`src/rtl/strm_get_pkg.sv`:
```
package strm_get_pkg;

   typedef enum logic [0:0] {
      GS_IDLE  = 1'b0,
      GS_DELIV = 1'b1
   } get_state_e;

   typedef struct packed {
      logic nb;
      logic mism;
   } get_pend_t;

endpackage

```
`src/rtl/strm_port_sel.sv`:
```
module strm_port_sel #(
   parameter int NUM_PORTS = 16,
   parameter int DATA_W    = 32,
   parameter int IDX_W     = 4,
   parameter bit SEL_ANDOR = 1'b1
) (
   input  logic [IDX_W-1:0]            sel_idx,
   input  logic [NUM_PORTS*DATA_W-1:0] in_data,
   input  logic [NUM_PORTS-1:0]        in_valid,
   input  logic [NUM_PORTS-1:0]        in_last,
   output logic [NUM_PORTS-1:0]        sel_onehot,
   output logic                        sel_valid,
   output logic                        sel_last,
   output logic [DATA_W-1:0]           sel_data
);

   for (genvar gi = 0; gi < NUM_PORTS; gi++) begin : g_dec
      assign sel_onehot[gi] = (sel_idx == IDX_W'(gi));
   end

   if (SEL_ANDOR) begin : g_andor
      always_comb begin
         sel_data = '0;
         for (int i = 0; i < NUM_PORTS; i++) begin
            sel_data = sel_data | ({DATA_W{sel_onehot[i]}} & in_data[i*DATA_W +: DATA_W]);
         end
      end
      assign sel_valid = |(sel_onehot & in_valid);
      assign sel_last  = |(sel_onehot & in_last);
   end else begin : g_index
      logic in_range;
      assign in_range  = (int'(sel_idx) < NUM_PORTS);
      assign sel_valid = in_range && in_valid[sel_idx];
      assign sel_last  = in_range && in_last[sel_idx];
      assign sel_data  = in_range ? in_data[int'(sel_idx)*DATA_W +: DATA_W] : '0;
   end

endmodule

```
`src/rtl/strm_beat_reg.sv`:
```
module strm_beat_reg #(
   parameter int DATA_W = 32
) (
   input  logic              clk,
   input  logic              rst_n,
   input  logic              cap_en,
   input  logic [DATA_W-1:0] cap_data,
   input  logic              show,
   output logic [DATA_W-1:0] out_data
);

   logic [DATA_W-1:0] held_q;

   always_ff @(posedge clk) begin
      if (!rst_n)      held_q <= '0;
      else if (cap_en) held_q <= cap_data;
   end

   assign out_data = show ? held_q : '0;

endmodule

```
`src/rtl/strm_get_ctrl.sv`:
```
module strm_get_ctrl
   import strm_get_pkg::*;
(
   input  logic clk,
   input  logic rst_n,
   input  logic req_valid,
   input  logic req_nonblock,
   input  logic req_ctrl,
   input  logic sel_valid,
   input  logic sel_last,
   output logic take,
   output logic delivering,
   output logic done,
   output logic stall,
   output logic carry_we,
   output logic carry_val,
   output logic err_set
);

   get_state_e st_q, st_d;
   get_pend_t  pend_q;

   always_comb begin
      st_d      = st_q;
      take      = 1'b0;
      done      = 1'b0;
      stall     = 1'b0;
      carry_we  = 1'b0;
      carry_val = 1'b0;
      err_set   = 1'b0;
      unique case (st_q)
         GS_IDLE: begin
            if (req_valid) begin
               if (sel_valid) begin
                  take  = 1'b1;
                  stall = 1'b1;
                  st_d  = GS_DELIV;
               end else if (req_nonblock) begin
                  done      = 1'b1;
                  carry_we  = 1'b1;
                  carry_val = 1'b1;
               end else begin
                  stall = 1'b1;
               end
            end
         end
         GS_DELIV: begin
            done     = 1'b1;
            carry_we = pend_q.nb;
            err_set  = pend_q.mism;
            st_d     = GS_IDLE;
         end
         default: st_d = GS_IDLE;
      endcase
   end

   assign delivering = (st_q == GS_DELIV);

   always_ff @(posedge clk) begin
      if (!rst_n) begin
         st_q   <= GS_IDLE;
         pend_q <= '0;
      end else begin
         st_q <= st_d;
         if (take) begin
            pend_q.nb   <= req_nonblock;
            pend_q.mism <= req_ctrl ^ sel_last;
         end
      end
   end

endmodule

```
`src/rtl/strm_get_unit.sv`:
```
module strm_get_unit #(
   parameter int NUM_PORTS = 16,
   parameter int DATA_W    = 32,
   parameter bit SEL_ANDOR = 1'b1,
   localparam int IDX_W    = (NUM_PORTS > 1) ? $clog2(NUM_PORTS) : 1
) (
   input  logic                        clk,
   input  logic                        rst_n,
   input  logic                        req_valid,
   input  logic [IDX_W-1:0]            req_port,
   input  logic                        req_nonblock,
   input  logic                        req_ctrl,
   input  logic [NUM_PORTS*DATA_W-1:0] s_tdata,
   input  logic [NUM_PORTS-1:0]        s_tvalid,
   input  logic [NUM_PORTS-1:0]        s_tlast,
   output logic [NUM_PORTS-1:0]        s_tready,
   output logic [DATA_W-1:0]           rd_data,
   output logic                        rd_done,
   output logic                        stall,
   output logic                        carry_we,
   output logic                        carry_val,
   output logic                        err_set
);

   if (NUM_PORTS < 1 || NUM_PORTS > 16) begin : g_bad_ports
      $error("strm_get_unit: NUM_PORTS must lie in 1..16");
   end
   if (DATA_W < 1) begin : g_bad_width
      $error("strm_get_unit: DATA_W must be positive");
   end

   logic [NUM_PORTS-1:0] sel_onehot;
   logic                 sel_valid;
   logic                 sel_last;
   logic [DATA_W-1:0]    sel_data;
   logic                 take;
   logic                 delivering;

   strm_port_sel #(
      .NUM_PORTS (NUM_PORTS),
      .DATA_W    (DATA_W),
      .IDX_W     (IDX_W),
      .SEL_ANDOR (SEL_ANDOR)
   ) u_sel (
      .sel_idx    (req_port),
      .in_data    (s_tdata),
      .in_valid   (s_tvalid),
      .in_last    (s_tlast),
      .sel_onehot (sel_onehot),
      .sel_valid  (sel_valid),
      .sel_last   (sel_last),
      .sel_data   (sel_data)
   );

   strm_get_ctrl u_ctrl (
      .clk          (clk),
      .rst_n        (rst_n),
      .req_valid    (req_valid),
      .req_nonblock (req_nonblock),
      .req_ctrl     (req_ctrl),
      .sel_valid    (sel_valid),
      .sel_last     (sel_last),
      .take         (take),
      .delivering   (delivering),
      .done         (rd_done),
      .stall        (stall),
      .carry_we     (carry_we),
      .carry_val    (carry_val),
      .err_set      (err_set)
   );

   strm_beat_reg #(
      .DATA_W (DATA_W)
   ) u_beat (
      .clk      (clk),
      .rst_n    (rst_n),
      .cap_en   (take),
      .cap_data (sel_data),
      .show     (delivering),
      .out_data (rd_data)
   );

   assign s_tready = sel_onehot & {NUM_PORTS{take}};

endmodule

```
`config.mk`:
```
export PLATFORM = sky130hd
export DESIGN_NAME = strm_get_unit
export DESIGN_NICKNAME = d
export VERILOG_FILES = /design/src/rtl/strm_get_pkg.sv /design/src/rtl/strm_port_sel.sv /design/src/rtl/strm_beat_reg.sv /design/src/rtl/strm_get_ctrl.sv /design/src/rtl/strm_get_unit.sv
export SDC_FILE = /design/constraint.sdc
export NUM_CORES = 1
export LEC_CHECK = 0
export ABC_AREA = 1
export BUFFER_PORTS_ARGS = -buffer_cell sky130_fd_sc_hd__buf_2
export CAP_MARGIN = 30
export CORE_AREA = 2 2 234 236
export CTS_CLUSTER_DIAMETER = 30
export DETAILED_ROUTE_END_ITERATION = 7
export DIE_AREA = 0 0 236 238
export GPL_TIMING_DRIVEN = 1
export PLACE_DENSITY_LB_ADDON = 0.15
export SYNTH_ARGS = -nofsm -noshare
export SYNTH_HDL_FRONTEND = slang
export SYNTH_HIERARCHICAL = 1
export SYNTH_SLANG_ARGS = --single-unit
```
`constraint.sdc`:
```
create_clock -name clk -period 5.8 [get_ports clk]
set_input_delay 0.58 -clock clk [delete_from_list [all_inputs] [get_ports clk]]
set_output_delay 0.58 -clock clk [all_outputs]
set_load 0.01 [all_outputs]
```
; Word-level counts from Yosys, hierarchy flattened
; Index checks and enable logic that the tools add are counted.
[word_totals]
ff_bits = 35
latchBits = 0
wordCells = 74
rom_bits = 0
mem_bits_rw = 0
n_memories = 0
[classes]
shift = 0
magnitude_cmp = 0
add_sub_neg = 0
n_mux = 16
eq_ne = 15
n_reduce_logical = 3
bitwise_logic = 36
mul = 0
div_mod_pow = 0
[ops]
columns = operator, count
row1 = $and 32x32->32, 16
row2 = $or 32x32->32, 15
row3 = $and 16x16->16, 3
row4 = $eq 4x4->1 const B, 8
row5 = $mux 32, 1
row6 = $reduce_or 16->1, 2
row7 = $eq 4x3->1 const B, 4
row8 = $mux 1, 12
row9 = $eq 4x2->1 const B, 2
row10 = $pmux 1 s2, 3
row11 = $eq 4x1->1 const B, 1
row12 = $logic_not 4->1, 1
row13 = $not 1->1, 1
row14 = $xor 1x1->1, 1

; Depth between registers and ports, before layout
; Gate-level depths: netlist of run 1.
[logic_depth]
ltp_word = 17
mapped_depth = 17
ltp_nobuf = 14

; Modules after synthesis
; Netlist of run 1, hierarchy kept.
[by_module_without_submodules]
columns = module, cells_per_inst, seq_area_each_um2, n_inst, area_per_inst_um2
row1 = strm_port_sel, 1268, 0.0, 1, 5504.0
row2 = strm_beat_reg, 269, 640.6, 1, 1739.2
row3 = strm_get_ctrl, 34, 60.1, 1, 185.2
row4 = strm_get_unit, 34, 0.0, 1, 163.9

; Worst setup path after synthesis of run 1
; No wires, ideal clock.
[synth_path]
path_kind = input port to output port
from = in req_port[1]
to = out s_tready[7]
slack_ns = 3.175
path_buffers = 4
path_stages = 16
required_ns = 5.220
arrival_ns = 2.045
path_cell_list = inv_1 > nor2_1 > buf_4 > clkbuf_1 > nand3_1 > nand2_1 > nor2_1 > nand2_1 > inv_1 > nand2_1 > nand3_2 > inv_1 > buf_6 > buf_12 > nand2_1 > inv_1
[synth_via]
elab_chain_cells = 7
elab_cells_between_ends = 22
classes_between = eq/ne: 15 / mux: 3 / bitwise: 2 / reduce/logical: 2
[synth_rtl]
columns = element, line_no
row1 = "start, declared", strm_get_unit.sv:10  ; input logic [IDX_W-1:0] req_port,
row2 = "$eq 4x1->1, or another cell as far along", strm_port_sel.sv:18  ; assign sel_onehot[gi] = (sel_idx == IDX_W'(gi));
row3 = $and 16x16->16 (*), strm_port_sel.sv:28  ; assign sel_valid = |(sel_onehot & in_valid);
row4 = $reduce_or 16->1 (*), strm_port_sel.sv:28
row5 = named net sel_valid, strm_get_unit.sv:33  ; logic sel_valid;
row6 = $mux 1 (*), strm_get_ctrl.sv:34  ; if (sel_valid) begin
row7 = $mux 1 (*), strm_get_ctrl.sv:33  ; if (req_valid) begin
row8 = $mux 1 (*), strm_get_ctrl.sv:31  ; unique case (st_q)
row9 = named net take, strm_get_unit.sv:36  ; logic take;
row10 = $and 16x16->16 (*), strm_get_unit.sv:83  ; assign s_tready = sel_onehot & {NUM_PORTS{take}};
row11 = "end, declared", strm_get_unit.sv:16  ; output logic [NUM_PORTS-1:0] s_tready,
; The timed path passes the listed nets; every way through them passes the cells marked *.

; Worst setup path in the final report of run 1
[layout_path]
from = in req_port[3]
to = out s_tready[15]
; The elaborated chain is that of the path after synthesis.

==> results of run 1 <==
## power breakdown
group,leakage (nW),internal (W),switching (W),total (W)
logic,6.76,0.000257,0.000435,0.000692
clock network,0.0770,0.000200,0.0000955,0.000296
registers,0.288,0.000267,0.0000186,0.000285
total,7.12,0.000724,0.000549,0.00127
## through the flow
stage | setup WS, ns | power, W | area [µm²]
global placement | 2.09 | 0.000995 | 10900
floorplan | 3.17 | 0.000642 | 7590
CTS | 2.17 | 0.00130 | 11100
detailed placement | 2.02 | 0.000998 | 11000
global route | 1.95 | 0.00138 | 11200
finish | 2.30 | 0.00127 | 11200
## flip-flops by register name (all words and copies together), names as in the netlist
register / flops
u_beat/held_q: 32
u_ctrl/delivering: 1
u_ctrl/pend_q: 2
## worst max-delay path by stage
stage / startpoint / end / slack, ns / cells past startpoint
final: req_port[3] / s_tready[15] / 2.30 / 14
after CTS: req_port[2] / s_tready[15] / 2.17 / 15
after global placement: req_port[2] / u_beat/held_q[23]$_SDFFE_PN0P_ / 2.09 / 16
after global routing: req_port[3] / s_tready[2] / 1.95 / 14
after floorplan: req_port[1] / s_tready[7] / 3.17 / 16
after detailed placement: req_port[2] / u_beat/held_q[31]$_SDFFE_PN0P_ / 2.02 / 16
## per-layer routing
layer | vias to the layer above | routed length, µm | share of wire (%)
li1 | 6021 | - | -
met1 | 5452 | 21800 | 41
met2 | 499 | 26200 | 50
met3 | 38 | 3480 | 6.6
met4 | 6 | 1030 | 2.0
met5 | - | 47 | 0.089
## kinds of logic after synthesis
kind of cell    after synthesis  synth area share (%)
buf+inv                     294                  18.0
compound gates                1                0.0825
simple gates               1275                  72.7
flops                        35                  9.23
## cell usage in the layout, fill, tap and decap left out, types with 3 or more instances in the layout
cell and instances:
nor2_1 201, dfxtp_1 34, buf_4 14, nand2_1 539, nor2_2 20, nand2_2 30, nor2_4 8, nand3_1 476
diode_2 6, buf_16 3, clkbuf_16 5, buf_2 605, inv_1 165
## critical path: cells and delay by family
family,cells,cell delay (ns)
AND/OR/NAND/NOR,8,1.45
buffers and inverters,6,0.85
## area by class of cell
cell class,count,area (µm²)
antenna,6,15.0
clock buffer,6,129
clock inverter,1,30.0
fill,6467,42300
inverter,169,637
multi-input combinational,1276,5580
sequential,35,702
tap,696,871
timing repair buffer,622,3220
==> impl_metrics.env, run 1 <==
export IMPL_netlist_area_um2=7590
export IMPL_stdcell_count=2811
export IMPL_grt_use_total_pct=17.8
export IMPL_yosys_most_used_dff="dfxtp_1"
export IMPL_grt_pass1_wl_mm=75.4
export IMPL_num_rows=85
export IMPL_yosys_register_bits=35
export IMPL_p_leak_nw=7.12
export IMPL_vias=12000
export IMPL_max_freq_mhz=285
export IMPL_min_period_over_period_pct=60.4
export IMPL_hp_class="reg -> reg"
export IMPL_hold_viol=0
export IMPL_die_h_um=238
export IMPL_ys_seq_area_share_pct=9.23
export IMPL_cts_num_sinks=35
export IMPL_status="finished, final reports clean"
export IMPL_start_kind="input port"
export IMPL_die_area_um2=56200
export IMPL_dieWidth_um=236
export IMPL_ctsHoldBuffers=0
export IMPL_first_pass_iters=5
export IMPL_drv_slew=0
export IMPL_overflow=0
export IMPL_period_needed_ns=3.50
export IMPL_crit_top_cell="nand2_1"
export IMPL_drt_wirelength_per_cell_um=18.7
export IMPL_htree_levels=2
export IMPL_crit_chain="buf_2 > inv_1 > nor2_4 > nand3_1 > nand2_1 > nor2_1 > nand2_1 > inv_1 > nand2_1 > nand3_2 > clkinv_2 > nand2_1 > inv_1 > buf_2"
export IMPL_cts_tree="yes"
export IMPL_synthCells=1605
export IMPL_hold_path_depth=2
export IMPL_via_per_inst=4.27
export IMPL_synth_area_leader_cell="nand3_1"
export IMPL_drive_gt1_share_pct=32.8
export IMPL_io_pins=606
export IMPL_synthTopCellsByCount="nand2_1, nand3_1, nor2_1"
export IMPL_drtIter0Drc=573
export IMPL_rsz0062_at_grt="false"
export IMPL_synth_area_leaders="nand3_1, nand2_1, nor2_1, dfxtp_1, inv_1"
export IMPL_dp_hpwl_mm=43.7
export IMPL_worst_pin_slew_ns=0.971
export IMPL_tns_ns=0
export IMPL_io_buffers=605
export IMPL_route_detailed_drc=0
export IMPL_routed_wl_mm=52.5
export IMPL_r2r_slack_ns=3.44
export IMPL_clock_path_buffers=2
export IMPL_avgSynthCellArea_um2=4.73
export IMPL_grt_max_degree=105
export IMPL_clk_pin_slew_ns=0.05
export IMPL_cp_required_ns=5.22
export IMPL_dp_cells=2797
export IMPL_slew_headroom_pct=35.3
export IMPL_hold_start="u_beat/held_q[24]$_SDFFE_PN0P_"
export IMPL_synthToLayoutAreaGrowth_pct=47.2
export IMPL_r2r_cells=6
export IMPL_initial_utilization_pct=14.2
export IMPL_numCtsBuffers=5
export IMPL_rr_startpoint="u_ctrl/delivering$_SDFF_PN0_"
export IMPL_ir_drop_mv=0.0822
export IMPL_gp_congestion=0.877
export IMPL_arrival_ns=2.92
export IMPL_yosys_warnings=6
export IMPL_ys_types=16
export IMPL_synthArstFlopShare_pct=0
export IMPL_fin_nets=2662
export IMPL_power_density_nw_per_um2=114
export IMPL_crit_fanout=34
export IMPL_antenna_found_initial=8
export IMPL_clock_skew_ns=0.00545
export IMPL_ant_nets=0
export IMPL_syn_num_nets=2158
export IMPL_grt_pass1_vias=12100
export IMPL_synth_top_cell_area_share_pct=31.4
export IMPL_met2_usage_pct=32.9
export IMPL_grt_use_met3_pct=3.03
export IMPL_synth_edff_count=0
export IMPL_r2r_end="u_beat/held_q[20]$_SDFFE_PN0P_"
export IMPL_cts_root_buf="clkbuf_16"
export IMPL_final_setup_viol_count=0
export IMPL_final_core_util_pct=20.9
export IMPL_clock_latency_ns=0.27
export IMPL_core_um2=53500
export IMPL_grt_util_met1_pct=21.5
export IMPL_slowest_delay_ns=0.59
export IMPL_min_to="u_beat/held_q[24]$_SDFFE_PN0P_"
export IMPL_hold_worst_slack_ns=0.471
export IMPL_cap_violations=0
export IMPL_ctsResizeCount=0
export IMPL_cp_end_kind="output pin"
export IMPL_grt_busiest_layer="met2"
export IMPL_cp_slowest_cell="nor2_4"
export IMPL_cts_setup_buffers=0
export IMPL_critPathKind="in -> out"
export IMPL_yosysMostFrequentCell="nand2_1"
Note: power is estimated with default switching activity, not from simulation.
==> run 2, diff against run 1 <==
Settings changed: CORE_AREA 2 2 234 236 to 2 2 235 237, DIE_AREA 0 0 236 238 to 0 0 237 239.
Clock period 5.8 ns to 3.5 ns, I/O delays scaled along.
==> run 2 against run 1 <==
Global-route usage decreased by 0.26 points; clock power is 79% higher; first-iteration DRC count down 3.0%; sequential share of layout area is essentially flat; cell count up 0.43%; critical path depth unchanged; worst setup slack worse by 1.4 ns; sequential cell count is the same; clock skew barely moved; non-clock buffer count is 3 higher; combinational power is 63% higher; critical path type unchanged; largest cell class unchanged; largest power group unchanged.
==> impl_metrics.env, run 2 (same netlist as run 1, synthesis figures left out) <==
export IMPL_cts_root_buf="clkbuf_16"
export IMPL_worst_pin_slew_ns=0.812
export IMPL_die_area_um2=56600
export IMPL_drt_wirelength_per_cell_um=18.3
export IMPL_critPathKind="in -> out"
export IMPL_num_rows=86
export IMPL_period_needed_ns=2.62
export IMPL_grt_use_total_pct=17.5
export IMPL_hp_class="in -> reg"
export IMPL_rsz0062_at_grt="false"
export IMPL_grt_max_degree=134
export IMPL_core_um2=54300
export IMPL_antenna_found_initial=15
export IMPL_cp_required_ns=3.15
export IMPL_max_freq_mhz=382
export IMPL_io_buffers=605
export IMPL_drtIter0Drc=556
export IMPL_p_leak_nw=7.14
export IMPL_final_common_cell="buf_2"
export IMPL_routed_wl_mm=51.6
export IMPL_cts_num_sinks=35
export IMPL_ir_drop_mv=0.189
export IMPL_layout_common_cells="buf_2, nand2_1, nand3_1"
export IMPL_cp_top_family="simple AND/OR/NAND/NOR gates"
export IMPL_clock_skew_ns=0.00572
export IMPL_min_period_over_period_pct=74.8
export IMPL_cap_violations=0
export IMPL_numCtsBuffers=5
export IMPL_crit_chain="buf_2 > nand2_1 > inv_2 > nand3_1 > nand2_1 > nor2_1 > nand2_1 > inv_1 > nand2_1 > nand3_2 > clkinv_2 > nand2_1 > inv_1 > buf_2"
export IMPL_route_detailed_drc=0
export IMPL_power_density_nw_per_um2=190
export IMPL_cp_slowest_cell="clkinv_2"
export IMPL_slowest_delay_ns=0.42
export IMPL_status="finished, final reports clean"
export IMPL_cts_setup_buffers=0
export IMPL_io_pins=606
export IMPL_dieWidth_um=237
export IMPL_fin_nets=2665
export IMPL_cp_end_kind="output pin"
export IMPL_cts_tree="yes"
export IMPL_hold_viol=0
export IMPL_initial_utilization_pct=14.0
export IMPL_via_per_inst=4.22
export IMPL_ctsHoldBuffers=0
export IMPL_final_setup_viol_count=0
export IMPL_clk_pin_slew_ns=0.06
export IMPL_crit_top_cell="nand2_1"
export IMPL_start_kind="input port"
export IMPL_first_pass_iters=5
export IMPL_largest_register_ffs=32
export IMPL_ant_nets=0
export IMPL_crit_buf_inv=6
export IMPL_gp_congestion=0.871
export IMPL_overflow=0
export IMPL_grt_pass1_vias=12000
export IMPL_clock_path_buffers=2
export IMPL_die_h_um=239
export IMPL_vias=11900
export IMPL_synthToLayoutAreaGrowth_pct=47.9
export IMPL_crit_fanout=29
export IMPL_drv_slew=0
export IMPL_top_register="u_beat/held_q"
export IMPL_dp_hpwl_mm=43.2
export IMPL_arrival_ns=2.27
export IMPL_tns_ns=0
export IMPL_htree_levels=2
export IMPL_ctsResizeCount=0
export IMPL_grt_pass1_wl_mm=74.5
export IMPL_drive_gt1_share_pct=33.0
export IMPL_clock_latency_ns=0.29
export IMPL_final_core_util_pct=20.7
export IMPL_slew_headroom_pct=45.8
run 2: final timing paths:
| path | startpoint | to | slack [ns] | cells past startpoint |
|---|---|---|---|---|
| hold reg to reg | u_beat/held_q[27]$_SDFFE_PN0P_ | u_beat/held_q[27]$_SDFFE_PN0P_ | 0.47 | 2 |
| setup reg to reg | u_ctrl/delivering$_SDFF_PN0_ | u_beat/held_q[1]$_SDFFE_PN0P_ | 1.17 | 7 |
| hold / removal | req_nonblock | u_ctrl/pend_q[1]$_SDFFE_PN0P_ | 0.31 | 3 |
| setup / recovery | req_port[1] | s_tready[13] | 0.88 | 14 |
run 2: tightest hold or removal path, stage by stage:
cell and delay (ns):
buf_2 0.09, nor2_1 0.04, nor2_1 0.08
run 2: through the flow:
stage / cell area [µm²] / hold slack [ns] / cells / power, W / worst slack [ns]
floorplan: 7590 / 0.449 / 1605 / 0.00106 / 1.33
global placement: 11000 / 0.466 / 2807 / 0.00164 / 0.719
detailed placement: 11000 / 0.462 / 2808 / 0.00164 / 0.781
CTS: 11200 / 0.313 / 2816 / 0.00219 / 0.784
global route: 11200 / 0.329 / 2819 / 0.00233 / 0.597
finish: 11200 / 0.310 / 2823 / 0.00214 / 0.882
run 2: where the power goes:
part / internal (W) / switching [W] / leakage [nW] / total, W
combinational: 0.000429 / 0.000704 / 6.77 / 0.00113
sequential: 0.000442 / 0.0000323 / 0.288 / 0.000474
clock: 0.000340 / 0.000191 / 0.0844 / 0.000531
run 2: final cells by class:
cell class	count	area (µm²)
Antenna cell	6	15.0
Clock buffer	5	125
Sequential cell	35	702
Inverter	169	637
Clock inverter	3	47.5
Fill cell	6586	43100
Tap cell	704	881
Multi-Input combinational cell	1276	5580
Timing Repair Buffer	625	3240
run 2: per-layer routing:
| layer | track usage [%] | wire length, µm | part of all wire [%] | vias to the layer above |
|---|---|---|---|---|
| met3 | 3.79 | 3830 | 7.4 | 60 |
| met4 | 4.43 | 1310 | 2.5 | 18 |
| li1 | - | - | - | 6035 |
| met5 | 0 | 114 | 0.22 | - |
| met1 | 20.9 | 21200 | 41 | 5319 |
| met2 | 31.8 | 25200 | 49 | 474 |
==> run 3, diff against run 2 <==
Clock period 3.5 ns to 2.58 ns, I/O delays scaled along.
==> run 3 against run 2 <==
First-iteration DRC count increased by 10%; highest routed layer unchanged; design area rose by 0.93%; cell count up 0.21%; non-clock buffer count is 4 higher; largest cell class unchanged.
==> impl_metrics.env, run 3 (same netlist as run 1, synthesis figures left out) <==
export IMPL_status="finished, final reports clean"
export IMPL_cap_violations=0
export IMPL_overflow=0
export IMPL_via_per_inst=4.23
export IMPL_top_register="u_beat/held_q"
export IMPL_clk_pin_slew_ns=0.06
export IMPL_die_h_um=239
export IMPL_cp_top_family="simple AND/OR/NAND/NOR gates"
export IMPL_route_detailed_drc=0
export IMPL_period_needed_ns=2.22
export IMPL_num_rows=86
export IMPL_min_period_over_period_pct=86.1
export IMPL_grt_pass1_wl_mm=74.3
export IMPL_placed_area_um2=11200
export IMPL_drv_slew=0
export IMPL_final_common_cell="buf_2"
export IMPL_power_density_nw_per_um2=251
export IMPL_hp_class="in -> reg"
export IMPL_ir_drop_mv=0.182
export IMPL_crit_buf_inv=5
export IMPL_hold_viol=0
export IMPL_rsz0062_at_grt="false"
export IMPL_worst_pin_slew_ns=0.754
export IMPL_tns_ns=0
export IMPL_die_area_um2=56600
export IMPL_cts_num_sinks=35
export IMPL_crit_top_cell="nand2_1"
export IMPL_antenna_found_initial=19
export IMPL_arrival_ns=1.96
export IMPL_nFillCells=6545
export IMPL_layout_common_cells="buf_2, nand2_1, nand3_1"
export IMPL_first_pass_iters=5
export IMPL_slew_headroom_pct=49.7
export IMPL_grt_max_degree=119
export IMPL_clock_skew_ns=0.00556
export IMPL_critPathKind="in -> out"
export IMPL_routed_wl_mm=51.7
export IMPL_gp_congestion=0.903
export IMPL_crit_chain="buf_2 > nand2_1 > clkinv_2 > nand3_1 > nand2_1 > nor2_1 > nand2_1 > inv_1 > nand2_1 > inv_1 > nand2_1 > o22ai_1 > buf_2"
export IMPL_crit_fanout=5
export IMPL_cp_required_ns=2.32
export IMPL_clock_path_buffers=2
export IMPL_vias=12000
export IMPL_numCtsBuffers=5
export IMPL_core_um2=54300
export IMPL_initial_utilization_pct=14.0
export IMPL_fin_nets=2669
export IMPL_clock_latency_ns=0.28
export IMPL_design_area_um2=11300
export IMPL_io_buffers=605
export IMPL_dieWidth_um=237
export IMPL_htree_levels=2
export IMPL_ant_nets=0
export IMPL_drive_gt1_share_pct=33.1
export IMPL_grt_pass1_vias=11900
export IMPL_start_kind="input port"
export IMPL_largest_register_ffs=32
export IMPL_grt_use_total_pct=17.5
export IMPL_cts_tree="yes"
export IMPL_io_pins=606
export IMPL_cts_setup_buffers=0
export IMPL_cts_root_buf="clkbuf_16"
export IMPL_cp_slowest_cell="nand2_1"
export IMPL_final_setup_viol_count=0
export IMPL_dp_hpwl_mm=43.2
export IMPL_max_freq_mhz=450
export IMPL_drtIter0Drc=613
export IMPL_slowest_delay_ns=0.22
export IMPL_cp_end_kind="output pin"
export IMPL_ctsHoldBuffers=0
export IMPL_p_leak_nw=7.18
export IMPL_drt_wirelength_per_cell_um=18.3
export IMPL_synthToLayoutAreaGrowth_pct=49.3
export IMPL_ctsResizeCount=0
-- run 3: routing by layer --
metal	global-route usage, %	wire [µm]
met3	3.65	3590
met1	21.2	21700
met4	3.68	909
met5	0	116
met2	31.6	25300
-- run 3: cell type report --
cell class	count	area (µm²)	area share, %
diodes	8	20.0	0.177
clock buffers	8	156	1.38
inverters	169	637	5.62
multi-input cells	1276	5580	49.2
flip-flops and latches	35	702	6.19
well taps	704	881	7.77
repair buffers	629	3360	29.6
-- run 3: stage by stage --
step | hold WS (ns) | setup WS (ns) | utilization [%] | instances | total power (W)
after floorplan | 0.370 | 0.599 | - | 1605 | 0.00144
final | 0.224 | 0.359 | 20.9 | 2829 | 0.00285
after global routing | 0.246 | 0.175 | 20.8 | 2826 | 0.00310
after global placement | 0.460 | 0.264 | 20.5 | 2813 | 0.00226
after CTS | 0.225 | 0.289 | 20.8 | 2821 | 0.00293
after detailed placement | 0.463 | 0.272 | 20.5 | 2813 | 0.00226
-- run 3: worst paths after layout --
path	endpoint	cells past startpoint	slack [ns]	from
hold reg to reg	u_beat/held_q[23]$_SDFFE_PN0P_	2	0.47	u_beat/held_q[23]$_SDFFE_PN0P_
setup reg to reg	u_beat/held_q[1]$_SDFFE_PN0P_	8	1.08	u_ctrl/delivering$_SDFF_PN0_
hold / removal	u_ctrl/pend_q[1]$_SDFFE_PN0P_	3	0.22	req_nonblock
setup / recovery	carry_we	13	0.36	req_port[2]
-- run 3: power by group --
group	internal, W	total, W	switching, W
Sequential	0.000600	0.000644	0.0000437
Clock	0.000411	0.000642	0.000230
Combinational	0.000606	0.00156	0.000958
-- run 3: worst min-delay path, stage by stage --
cell	delay, ns
buf_2	0.09
nor2_1	0.04
nor2_1	0.08
